[src/rtl/vwin_pkg.sv]
package vwin_pkg;
  localparam int LINE_W    = 11;
  localparam int DATA_W    = 64;
  localparam int START_LSB = 0;
  localparam int END_LSB   = 16;
  localparam int SCALE_W   = 14;
  localparam int FLAG_BIT  = 31;

  typedef logic [LINE_W-1:0] line_t;

  // Window membership: half-open interval [lo, hi)
  function automatic logic line_in_window(input line_t lo, input line_t hi, input line_t ln);
    return (ln >= lo) && (ln < hi);
  endfunction

  // Saturating increment of a line number
  function automatic line_t line_step(input line_t ln);
    return (ln == '1) ? ln : ln + 1'b1;
  endfunction
endpackage

[src/rtl/vwin_line_ctr.sv]
module vwin_line_ctr
  import vwin_pkg::*;
(
  input  logic  clk,
  input  logic  rst_n,
  input  logic  vs_rise,
  input  logic  line_stb,
  output line_t line_q
);
  always_ff @(posedge clk or negedge rst_n) begin
    if (!rst_n)        line_q <= '0;
    else if (vs_rise)  line_q <= '0;
    else if (line_stb) line_q <= line_step(line_q);
  end

  assert_restart_R3: assert property (@(posedge clk) disable iff (!rst_n)
    vs_rise |=> (line_q == '0));
  assert_step_R3: assert property (@(posedge clk) disable iff (!rst_n)
    (line_stb && !vs_rise && line_q != '1) |=> (line_q == $past(line_q) + 1'b1));
  assert_no_wrap_R4: assert property (@(posedge clk) disable iff (!rst_n)
    (line_q == '1 && !vs_rise) |=> (line_q == '1));
endmodule

[src/rtl/vwin_regs.sv]
module vwin_regs
  import vwin_pkg::*;
(
  input  logic              clk,
  input  logic              rst_n,
  input  logic              vs_rise,
  input  logic              reg_wr,
  input  logic              reg_rd,
  input  logic              reg_sel,
  input  logic [DATA_W-1:0] reg_wdata,
  input  logic              flag,
  output logic [DATA_W-1:0] reg_rdata,
  output line_t             act_start,
  output line_t             act_end,
  output logic [SCALE_W-1:0] scale_q,
  output logic              rd_scale
);
  line_t sh_start, sh_end;
  logic  wr_pos, wr_scale;

  assign wr_pos   = reg_wr && !reg_sel;
  assign wr_scale = reg_wr &&  reg_sel;
  assign rd_scale = reg_rd &&  reg_sel;

  always_ff @(posedge clk or negedge rst_n) begin
    if (!rst_n) begin
      sh_start <= '0;
      sh_end   <= '0;
      scale_q  <= '0;
    end else begin
      if (wr_pos) begin
        sh_start <= reg_wdata[START_LSB +: LINE_W];
        sh_end   <= reg_wdata[END_LSB   +: LINE_W];
      end
      if (wr_scale) scale_q <= reg_wdata[SCALE_W-1:0];
    end
  end

  // Frame-aligned copy used by the comparator
  always_ff @(posedge clk or negedge rst_n) begin
    if (!rst_n) begin
      act_start <= '0;
      act_end   <= '0;
    end else if (vs_rise) begin
      act_start <= sh_start;
      act_end   <= sh_end;
    end
  end

  always_comb begin
    reg_rdata = '0;
    if (!reg_sel) begin
      reg_rdata[START_LSB +: LINE_W] = sh_start;
      reg_rdata[END_LSB   +: LINE_W] = sh_end;
    end else begin
      reg_rdata[SCALE_W-1:0] = scale_q;
      reg_rdata[FLAG_BIT]    = flag;
    end
  end

  assert_frame_hold_R7: assert property (@(posedge clk) disable iff (!rst_n)
    !vs_rise |=> ($stable(act_start) && $stable(act_end)));
  assert_pos_rsvd_R1: assert property (@(posedge clk) disable iff (!rst_n)
    !reg_sel |-> (reg_rdata[DATA_W-1:END_LSB+LINE_W] == '0 &&
                  reg_rdata[END_LSB-1:START_LSB+LINE_W] == '0));
  assert_scale_rsvd_R11: assert property (@(posedge clk) disable iff (!rst_n)
    reg_sel |-> (reg_rdata[DATA_W-1:FLAG_BIT+1] == '0 &&
                 reg_rdata[FLAG_BIT-1:SCALE_W] == '0));
endmodule

[src/rtl/vwin_overrun.sv]
module vwin_overrun (
  input  logic clk,
  input  logic rst_n,
  input  logic fill_start,
  input  logic disp_start,
  input  logic rd_clr,
  output logic flag,
  output logic set_ev
);
  logic fill_seen;

  assign set_ev = disp_start && !fill_seen && !fill_start;

  always_ff @(posedge clk or negedge rst_n) begin
    if (!rst_n)          fill_seen <= 1'b1;
    else if (disp_start) fill_seen <= 1'b0;
    else if (fill_start) fill_seen <= 1'b1;
  end

  always_ff @(posedge clk or negedge rst_n) begin
    if (!rst_n)      flag <= 1'b0;
    else if (set_ev) flag <= 1'b1;
    else if (rd_clr) flag <= 1'b0;
  end

  assert_set_wins_R10: assert property (@(posedge clk) disable iff (!rst_n)
    set_ev |=> flag);
  assert_read_clears_R9: assert property (@(posedge clk) disable iff (!rst_n)
    (rd_clr && !set_ev) |=> !flag);
  assert_sticky_R9: assert property (@(posedge clk) disable iff (!rst_n)
    (flag && !rd_clr) |=> flag);
endmodule

[src/rtl/vwin_gate.sv]
module vwin_gate
  import vwin_pkg::*;
(
  input  logic               clk,
  input  logic               rst_n,
  input  logic               vsync,
  input  logic               line_stb,
  input  logic               fill_start,
  input  logic               disp_start,
  input  logic               reg_wr,
  input  logic               reg_rd,
  input  logic               reg_sel,
  input  logic [DATA_W-1:0]  reg_wdata,
  output logic [DATA_W-1:0]  reg_rdata,
  output logic               win_active,
  output logic               overrun,
  output logic [SCALE_W-1:0] scale_cfg
);
  logic  vsync_q, vs_rise, rd_scale, set_ev;
  line_t line_q, act_start, act_end;

  always_ff @(posedge clk or negedge rst_n) begin
    if (!rst_n) vsync_q <= 1'b0;
    else        vsync_q <= vsync;
  end
  assign vs_rise = vsync && !vsync_q;

  vwin_line_ctr u_ctr (
    .clk(clk), .rst_n(rst_n), .vs_rise(vs_rise), .line_stb(line_stb), .line_q(line_q)
  );

  vwin_regs u_regs (
    .clk(clk), .rst_n(rst_n), .vs_rise(vs_rise), .reg_wr(reg_wr), .reg_rd(reg_rd),
    .reg_sel(reg_sel), .reg_wdata(reg_wdata), .flag(overrun), .reg_rdata(reg_rdata),
    .act_start(act_start), .act_end(act_end), .scale_q(scale_cfg), .rd_scale(rd_scale)
  );

  vwin_overrun u_ovr (
    .clk(clk), .rst_n(rst_n), .fill_start(fill_start), .disp_start(disp_start),
    .rd_clr(rd_scale), .flag(overrun), .set_ev(set_ev)
  );

  assign win_active = line_in_window(act_start, act_end, line_q);

  assert_empty_window_R6: assert property (@(posedge clk) disable iff (!rst_n)
    (act_end <= act_start) |-> !win_active);
  assert_below_start_R5: assert property (@(posedge clk) disable iff (!rst_n)
    (line_q < act_start) |-> !win_active);
endmodule

[config.mk]
export PLATFORM = sky130hd
export DESIGN_NAME = vwin_gate
export DESIGN_NICKNAME = d
export VERILOG_FILES = /design/src/rtl/vwin_pkg.sv /design/src/rtl/vwin_line_ctr.sv /design/src/rtl/vwin_regs.sv /design/src/rtl/vwin_overrun.sv /design/src/rtl/vwin_gate.sv
export SDC_FILE = /design/constraint.sdc
export NUM_CORES = 1
export LEC_CHECK = 0
export ABC_AREA = 1
export BUFFER_PORTS_ARGS = -buffer_cell sky130_fd_sc_hd__buf_2
export CAP_MARGIN = 20
export CELL_PAD_IN_SITES_DETAIL_PLACEMENT = 0
export CELL_PAD_IN_SITES_GLOBAL_PLACEMENT = 2
export CORE_MARGIN = 2
export CORE_UTILIZATION = 27
export DETAILED_ROUTE_END_ITERATION = 10
export GPL_ROUTABILITY_DRIVEN = 1
export GPL_TIMING_DRIVEN = 0
export PLACE_DENSITY = 0.86
export SLEW_MARGIN = 10
export SYNTH_ARGS = -nofsm -noshare
export SYNTH_HDL_FRONTEND = slang
export SYNTH_SLANG_ARGS = --single-unit
[constraint.sdc]
create_clock -name clk -period 1.6 [get_ports clk]
set_input_delay 0.08 -clock clk [delete_from_list [all_inputs] [get_ports clk]]
set_output_delay 0.08 -clock clk [all_outputs]
set_load 0.005 [all_outputs]
==> flow_summary_export.csv, run 1 <==
group,metric,value,unit
floorplan,die_h,126,um
clocking,clkLatencyLatePin,0.33,ns
placement,dp.cells,797,
placement,place_ws,-0.0994,ns
floorplan,die_x,126,um
clocking,clockBufferDepth,2,
worst_setup_path,cp.required,1.52,ns
logic_synthesis,synth_area,0.00404,mm2
drt,route.detailed.drc,0,
power_and_ir_drop,power.internal,3.72,mW
floorplan,core_area,0.0146,mm2
logic_synthesis,ys_ff_latch,72,
floorplan,rows,44,
global_routing,met1_usage,16.5,%
cells_and_area,syn_to_final_growth,39.3,%
floorplan,dieArea,0.0159,mm2
worst_setup_path,crit_type,"flip-flop to output port",
placement,io_buffers,75,
clocking,cts_num_sinks,72,
placement,place_congestion,0.779,
timing,slew_headroom,63.8,%
floorplan,initial_utilization,27.7,%
power_and_ir_drop,p_comb_share,23.8,%
floorplan,ios,153,
global_routing,grt_start_max_net_pins,56,
timing,finalSetupViolations,1,
timing,maxSlewViolCount,0,
placement,dpl.hpwl,7.60,mm
job,drv_cap,0,
run_status,violations,"setup timing",
drt,wl_per_cell,12.7,um
power_and_ir_drop,p_leak,3.01,nW
placement,postPlaceCellArea,0.00481,mm2
timing,fmax,540,MHz
power_and_ir_drop,total_power,5.32,mW
timing,rsz0062_at_grt,"true",
power_and_ir_drop,p_clk_share,34.8,%
logic_synthesis,synth_area_per_cell,8.08,um2
logic_synthesis,synth.area.top_cells,"dfrtp_1, nand2_1, inv_1, buf_4, o21ai_0",
cells_and_area,fin_area,0.00562,mm2
logic_synthesis,ys_types,30,
timing,setup-tns-final,-0.251,ns
logic_synthesis,ys_warn_count,0,
global_routing,grt_use_total,13.2,%
min_path,hold_class,"input pin to flip-flop",
drt,postRouteWirelength,10.7,mm
logic_synthesis,yosysTopAreaCell,"dfrtp_1",
clocking,htree_levels,3,
drt,drtIter0Drc,132,
global_routing,met3_usage,3.06,%
worst_setup_path,path_max_fanout,3,
clocking,clockRootBuffer,"clkbuf_16",
global_routing,use_met2,22.8,%
clocking,cts.clk_slew.worst_paths,0.06,ns
logic_synthesis,yosysTopAreaCellShare,44.0,%
global_routing,grt_pass1_wl,16.9,mm
worst_setup_path,crit_path_end_kind,"output port",
clocking,cts_buffers,9,
timing,tightest_slew,0.543,ns
timing,period_minus_slack,1.85,ns
cells_and_area,n_antenna_cell,0,
drt,vias,3540,
cells_and_area,layout_common_cells,"nand2_1, inv_1, buf_2, dfrtp_1, o21ai_0",
run_status,outcome,"finished with violations",
logic_synthesis,seq_area_frac_synth,44.7,%
timing,hold_viol_final,0,
power_and_ir_drop,power_density,946,mW/mm2
logic_synthesis,synthCells,500,
global_routing,grt_most_used_layer,"met2",
power_and_ir_drop,power_frac_seq,41.5,%
timing,finalCritPeriodShare,116,%
drt,firstDrtPassIters,4,
cells_and_area,drive_above_1_share,32.4,%
global_routing,gr-total-overflow,0,
power_and_ir_drop,switching_power,1.60,mW
cells_and_area,final_common_cell,"nand2_1",
worst_setup_path,crit_path_start_kind,"flip-flop",
power_and_ir_drop,peakVddDrop,0.548,mV
global_routing,grt_pass1_vias,3509,
cells_and_area,final_nets,748,
global_routing,antenna_found_initial,0,
cells_and_area,instances_no_fill,841,
drt,ant_nets,0,
timing,post-route-worst-setup-slack,-0.251,ns
drt,avgViaCountPerCell,4.21,
power_and_ir_drop,power.share.switching,30.1,%
clocking,cts_tree,"done",
timing,skew,0.00673,ns
worst_setup_path,crit_arrival,1.77,ns
==> state kept, by name (all words and copies together), names as in the netlist <==
| register | count |
|---|---|
| u_regs.scale_q | 14 |
| u_ctr.line_q | 11 |
| u_regs.act_end | 11 |
| u_regs.act_start | 11 |
| u_regs.sh_end | 11 |
| u_regs.sh_start | 11 |
| u_ovr.fill_seen | 1 |
| u_ovr.flag | 1 |
| vsync_q | 1 |
==> metal layers <==
metal	vias up	part of all wire (%)
met5	-	0
met2	81	50
met1	1660	45
met3	16	4.1
li1	1783	-
met4	0	1.6
==> power by group through the flow <==
| stage | Sequential [mW] | Clock, mW | Combinational (mW) |
|---|---|---|---|
| detailed placement | 2.24 | 0 | 1.04 |
| floorplan | 2.20 | 0 | 0.660 |
| finish | 2.20 | 1.85 | 1.27 |
| global route | 2.23 | 1.97 | 1.45 |
| CTS | 2.20 | 1.90 | 1.17 |
| global placement | 2.23 | 0 | 1.00 |
==> final timing paths <==
kind	from	endpoint	slack (ns)	cells past startpoint
worst min register to register	u_regs.sh_start[6]$_DFFE_PN0P_	u_regs.sh_start[6]$_DFFE_PN0P_	0.48	2
max in group asynchronous	rst_n	u_ovr.fill_seen$_DFFE_PN1P_	0.81	3
min in group asynchronous	rst_n	u_ctr.line_q[8]$_DFFE_PN0P_	0.18	2
worst min-delay path	reg_wdata[23]	u_regs.sh_end[7]$_DFFE_PN0P_	0.005	3
worst max-delay path	u_ctr.line_q[8]$_DFFE_PN0P_	win_active	-0.25	7
worst max register to register	u_ctr.line_q[0]$_DFFE_PN0P_	u_ctr.line_q[5]$_DFFE_PN0P_	0.04	10
==> final cells by class <==
class	count	area, um2
buffer	54	370
clock buffer	10	239
clock inverter	5	33.8
fill	1510	8960
inverter	82	308
multi-input combinational	329	1950
sequential	72	1820
tap	184	230
timing repair buffer	105	677
==> cell families (layout without fill, tap and decap cells) <==
| logic type | count (synthesis) | after routing | synth area share (%) |
|---|---|---|---|
| adder cells (fa/ha/maj) | 22 | 22 | 6.82 |
| other | 1 | 38 | 0.0929 |
| multiplexers | 3 | 3 | 0.837 |
| AO/OA/AOI/OAI | 87 | 87 | 11.5 |
| XOR/XNOR | 3 | 3 | 0.651 |
| buffers and inverters | 136 | 256 | 16.8 |
| AND/OR/NAND/NOR | 176 | 176 | 18.6 |
| flip-flops | 72 | 72 | 44.7 |
==> critical path, cell delays in order, from the launching register on <==
cell     delay [ns]
dfrtp_2        0.45
buf_4          0.17
ha_4           0.25
nand2_1        0.07
nor2_2         0.10
a21oi_2        0.07
a21oi_2        0.17
buf_2          0.15
==> cell usage after synthesis <==
cell / count
a21o_1: 1
a21o_2: 1
a21oi_1: 21
a32o_1: 1
buf_12: 1
buf_2: 4
buf_4: 39
clkbuf_1: 10
conb_1: 1
dfrtp_1: 71
dfstp_2: 1
ha_1: 22
inv_1: 80
inv_2: 2
mux2_2: 3
nand2_1: 115
nand2_2: 3
nand2_4: 2
nand3_1: 16
nand3_2: 1
nand4_1: 1
nand4_4: 1
nor2_1: 33
nor2_4: 2
o21ai_0: 58
o21ai_2: 5
or2_2: 1
or2_4: 1
xnor2_1: 1
xor2_1: 2
==> what timing repair did <==
action / 4_1_cts / 5_1_grt
hold endpoints to repair: 76 / 0
buffers inserted: 13 / 2
setup endpoints to repair: 1 / 9
gates resized for setup: 24 / 21
pin swaps: 6 / 8
hold buffers: 13 / 0
gates cloned: 0 / 1
==> stage by stage <==
stage / hold WS (ns) / utilization, %
global placement: 0.209 / 32.8
floorplan: -0.216 / -
CTS: 0.00272 / 37.3
detailed placement: -0.00634 / 33.0
finish: 0.00492 / 38.6
global route: 0.0183 / 38.6
Power figures use the tool's default switching activity.
==> run 2: changes to the inputs <==
==> constraint.sdc (replaced) <==
create_clock -name clk -period 1.6 [get_ports clk]
set_input_delay 0.16 -clock clk [delete_from_list [all_inputs] [get_ports clk]]
set_output_delay 0.16 -clock clk [all_outputs]
set_load 0.005 [all_outputs]
==> flow_summary_export.csv, run 2 (synthesis results as in run 1) <==
group,metric,value,unit
worst_setup_path,r2r-end,"u_ctr.line_q[5]$_DFFE_PN0P_",
power_and_ir_drop,power.share.switching,30.1,%
drt,postRouteWirelength,10.5,mm
power_and_ir_drop,total_power,5.30,mW
power_and_ir_drop,p_comb_share,23.5,%
clocking,cts_buffers,9,
power_and_ir_drop,power_density,960,mW/mm2
clocking,cts_tree,"done",
timing,skew,0.00574,ns
global_routing,grt_use_total,13.0,%
worst_setup_path,crit_path_start_kind,"flip-flop",
global_routing,grt_pass1_wl,16.6,mm
cells_and_area,seq_area,0.00182,mm2
timing,maxSlewViolCount,0,
clocking,cts.clk_slew.worst_paths,0.06,ns
timing,holdWs,0.0551,ns
global_routing,grt_pass1_vias,3473,
cells_and_area,final_common_cell,"nand2_1",
min_path,hold_class,"input pin to flip-flop",
placement,io_buffers,75,
global_routing,antenna_found_initial,0,
cells_and_area,top_register,"u_regs.scale_q",
timing,tightest_slew,0.504,ns
floorplan,core_area,0.0146,mm2
cells_and_area,multi_input_area,0.00195,mm2
run_status,outcome,"finished with violations",
drt,ant_nets,0,
run_status,violations,"setup timing",
cells_and_area,n_antenna_cell,0,
drt,wl_per_cell,12.7,um
timing,post-route-worst-setup-slack,-0.328,ns
worst_setup_path,r2r_cells,10,
floorplan,die_x,126,um
min_path,min-delay-start,"reg_wdata[12]",
timing,slew_headroom,66.4,%
drt,vias,3499,
cells_and_area,largest_reg_flops,14,
worst_setup_path,reg2reg_setup_slack,0.04,ns
timing,setup-tns-final,-0.328,ns
timing,hold_viol_final,0,
placement,dp.cells,797,
power_and_ir_drop,power_frac_seq,41.6,%
clocking,cts_num_sinks,72,
worst_setup_path,crit_type,"flip-flop to output port",
cells_and_area,nFillCells,1515,
timing,finalCritPeriodShare,120,%
drt,drtIter0Drc,121,
power_and_ir_drop,p_leak,2.97,nW
timing,finalSetupViolations,1,
min_path,hold_path_depth,2,
cells_and_area,layout_common_cells,"nand2_1, inv_1, buf_2, dfrtp_1, o21ai_0",
clocking,clkLatencyLatePin,0.33,ns
cells_and_area,final_nets,737,
drt,route.detailed.drc,0,
drt,avgViaCountPerCell,4.22,
clocking,clockBufferDepth,2,
clocking,clockRootBuffer,"clkbuf_16",
drt,firstDrtPassIters,4,
power_and_ir_drop,peakVddDrop,0.549,mV
cells_and_area,syn_to_final_growth,36.7,%
global_routing,grt_start_max_net_pins,56,
cells_and_area,instances_no_fill,830,
timing,rsz0062_at_grt,"true",
floorplan,dieArea,0.0159,mm2
power_and_ir_drop,p_clk_share,34.9,%
cells_and_area,drive_above_1_share,33.0,%
worst_setup_path,path_max_fanout,3,
min_path,holdPathEnd,"u_regs.scale_q[12]$_DFFE_PN0P_",
power_and_ir_drop,power.internal,3.70,mW
worst_setup_path,crit_arrival,1.77,ns
power_and_ir_drop,switching_power,1.60,mW
worst_setup_path,worstReg2RegStart,"u_ctr.line_q[0]$_DFFE_PN0P_",
placement,place_ws,-0.179,ns
placement,dpl.hpwl,7.60,mm
global_routing,gr-total-overflow,0,
worst_setup_path,crit_path_end_kind,"output port",
worst_setup_path,cp.required,1.44,ns
job,drv_cap,0,
floorplan,die_h,126,um
timing,fmax,519,MHz
floorplan,rows,44,
timing,period_minus_slack,1.93,ns
clocking,htree_levels,3,
placement,place_congestion,0.779,
floorplan,initial_utilization,27.7,%
floorplan,ios,153,
-- run 2: what timing repair did --
item                                   CTS  global route
setup buffers                           13             2
setup endpoints to repair                2             9
endpoints found under the hold margin   19             0
resized for setup                       24            21
pin swaps                                6             8
hold buffers                             3             0
cloned                                   0             1
-- run 2: area by class of cell --
cell class,count,area share [%]
plain buffers,53,6.64
clock buffers,10,4.33
clock inverters,5,0.612
inverters,82,5.58
multi-input cells,329,35.3
flip-flops and latches,72,32.9
well taps,184,4.17
repair buffers,95,10.4
-- run 2: through the flow --
step,utilization (%),instance area [um2]
floorplan,-,4180
global placement,32.8,4780
detailed placement,33.0,4810
CTS,36.6,5340
global route,37.8,5520
finish,37.8,5520
-- run 2: how the worst max path moves through the flow --
stage | slack, ns | end | start
final | -0.33 | win_active | u_ctr.line_q[8]$_DFFE_PN0P_
after detailed placement | -0.18 | win_active | u_ctr.line_q[6]$_DFFE_PN0P_
after floorplan | 0.25 | win_active | u_ctr.line_q[6]$_DFFE_PN0P_
after global placement | -0.19 | win_active | u_ctr.line_q[6]$_DFFE_PN0P_
after CTS | -0.34 | win_active | u_ctr.line_q[7]$_DFFE_PN0P_
after global routing | -0.43 | win_active | u_ctr.line_q[0]$_DFFE_PN0P_
-- run 2: worst max-delay path, stage by stage, from the launching register on --
cell and delay (ns):
dfrtp_2 0.45, buf_4 0.17, ha_4 0.25, nand2_1 0.07, nor2_2 0.10, a21oi_2 0.07, a21oi_2 0.17, buf_2 0.15
-- run 2: power by group through the flow --
stage	combinational, mW	sequential, mW	clock, mW
6_report	1.24	2.20	1.85
5_1_grt	1.43	2.23	1.97
4_1_cts	1.15	2.20	1.90
3_5_place_dp	1.04	2.24	0
3_3_place_gp	1.00	2.23	0
2_1_floorplan	0.660	2.20	0
-- run 2: per-layer routing --
layer | GRT usage, % | routed length, um | vias up | part of all wire, %
met3 | 3.19 | 468 | 15 | 4.5
met4 | 3.62 | 165 | 0 | 1.6
met5 | 0 | 0 | - | 0
met2 | 22.5 | 5170 | 79 | 49
met1 | 16.2 | 4710 | 1640 | 45
li1 | - | - | 1765 | -
==> run 3: changes to the inputs <==
RECOVER_POWER = 25   (was unset)
==> flow_summary_export.csv, run 3 (synthesis results as in run 1) <==
group,metric,value,unit
global_routing,grt_pass1_vias,3473,
global_routing,antenna_found_initial,0,
timing,finalCritPeriodShare,120,%
cells_and_area,final_common_cell,"nand2_1",
global_routing,grt_pass1_wl,16.6,mm
cells_and_area,layout_common_cells,"nand2_1, inv_1, buf_2, dfrtp_1, o21ai_0",
worst_setup_path,crit_path_end_kind,"output port",
floorplan,initial_utilization,27.7,%
drt,avgViaCountPerCell,4.22,
cells_and_area,drive_above_1_share,32.5,%
power_and_ir_drop,p_leak,2.95,nW
power_and_ir_drop,p_comb_share,23.4,%
power_and_ir_drop,power_frac_seq,41.7,%
run_status,outcome,"finished with violations",
drt,ant_nets,0,
floorplan,rows,44,
worst_setup_path,crit_type,"flip-flop to output port",
global_routing,gr-total-overflow,0,
worst_setup_path,path_cells,"buf_4 > ha_4 > nand2_1 > nor2_2 > a21oi_2 > a21oi_2 > buf_2",
placement,place_congestion,0.779,
cells_and_area,top_register,"u_regs.scale_q",
cells_and_area,syn_to_final_growth,36.2,%
power_and_ir_drop,power.internal,3.69,mW
run_status,violations,"setup timing",
clocking,cts_buffers,9,
worst_setup_path,cp_top_family,"flip-flops",
cells_and_area,n_antenna_cell,0,
timing,setup-tns-final,-0.328,ns
timing,tightest_slew,0.599,ns
worst_setup_path,cp.required,1.44,ns
timing,maxSlewViolCount,0,
global_routing,grt_use_total,13.0,%
clocking,cts_tree,"done",
drt,postRouteWirelength,10.5,mm
clocking,cts.clk_slew.worst_paths,0.06,ns
clocking,htree_levels,3,
drt,route.detailed.drc,0,
worst_setup_path,path_common_cell,"a21oi_2",
timing,finalSetupViolations,1,
worst_setup_path,max_stage_delay,0.45,ns
clocking,clkLatencyLatePin,0.33,ns
worst_setup_path,crit_buf_inv,2,
placement,io_buffers,75,
timing,holdWs,0.0558,ns
worst_setup_path,path_max_fanout,3,
drt,wl_per_cell,12.7,um
timing,post-route-worst-setup-slack,-0.328,ns
drt,drtIter0Drc,124,
power_and_ir_drop,p_clk_share,35.0,%
cells_and_area,utilization,37.7,%
worst_setup_path,crit_arrival,1.77,ns
timing,rsz0062_at_grt,"true",
drt,vias,3505,
job,drv_cap,0,
floorplan,die_h,126,um
cells_and_area,instances_no_fill,830,
cells_and_area,largest_reg_flops,14,
timing,skew,0.00554,ns
power_and_ir_drop,power_density,962,mW/mm2
clocking,cts_num_sinks,72,
clocking,clockRootBuffer,"clkbuf_16",
worst_setup_path,crit_path_start_kind,"flip-flop",
worst_setup_path,worst_path_max_delay_cell,"dfrtp_2",
placement,dp.cells,797,
global_routing,grt_start_max_net_pins,56,
clocking,clockBufferDepth,2,
timing,period_minus_slack,1.93,ns
timing,fmax,519,MHz
cells_and_area,final_nets,737,
min_path,hold_class,"input pin to flip-flop",
drt,firstDrtPassIters,4,
floorplan,ios,153,
floorplan,die_x,126,um
power_and_ir_drop,power.share.switching,30.2,%
power_and_ir_drop,peakVddDrop,0.549,mV
timing,slew_headroom,60.1,%
floorplan,dieArea,0.0159,mm2
power_and_ir_drop,switching_power,1.59,mW
timing,hold_viol_final,0,
floorplan,core_area,0.0146,mm2
placement,dpl.hpwl,7.60,mm
==> run 3: routing by layer <==
metal	global-route usage (%)	wire length, um	vias up
met5	0	0	-
met4	3.62	165	0
met3	3.19	472	15
met2	22.5	5170	79
met1	16.2	4700	1645
li1	-	-	1766
==> run 3: worst paths after layout <==
check                                             from                        endpoint  slack [ns]  cells past startpoint
max                        u_ctr.line_q[8]$_DFFE_PN0P_                      win_active       -0.33                      7
min                                      reg_wdata[12]  u_regs.scale_q[12]$_DFFE_PN0P_        0.06                      2
max reg2reg                u_ctr.line_q[0]$_DFFE_PN0P_     u_ctr.line_q[5]$_DFFE_PN0P_        0.04                     10
min reg2reg                u_ovr.fill_seen$_DFFE_PN1P_     u_ovr.fill_seen$_DFFE_PN1P_        0.48                      2
max in group asynchronous                        rst_n     u_ovr.fill_seen$_DFFE_PN1P_        0.38                      3
min in group asynchronous                        rst_n     u_ctr.line_q[8]$_DFFE_PN0P_        0.35                      2
==> run 3: area by class of cell <==
| type | instances | area (um2) |
|---|---|---|
| inverter | 82 | 308 |
| clock buffer | 10 | 239 |
| clock inverter | 5 | 33.8 |
| multi-input combinational | 329 | 1950 |
| timing repair buffer | 95 | 556 |
| tap | 184 | 230 |
| sequential | 72 | 1820 |
| fill | 1521 | 9090 |
| buffer | 53 | 365 |
==> run 3: per-stage QoR <==
step,instance area [um2],setup WS [ns],total power [mW]
floorplan,4180,0.246,2.86
global placement,4780,-0.194,3.23
detailed placement,4810,-0.179,3.28
CTS,5340,-0.337,5.24
global route,5500,-0.426,5.62
finish,5500,-0.328,5.29
==> run 3: repair_timing <==
| action | CTS | global route |
|---|---|---|
| endpoints found under the hold margin | 19 | 0 |
| hold buffers | 3 | 0 |
| pin swaps | 6 | 8 |
| setup buffers | 13 | 2 |
| resized for setup | 24 | 21 |
| setup endpoints to repair | 2 | 9 |
| cloned | 0 | 1 |
==> run 3: power by group through the flow <==
stage,Combinational (mW),Clock (mW),Sequential (mW)
floorplan,0.660,0,2.20
global placement,1.00,0,2.23
detailed placement,1.04,0,2.24
CTS,1.15,1.90,2.20
global route,1.42,1.97,2.23
finish,1.24,1.85,2.20
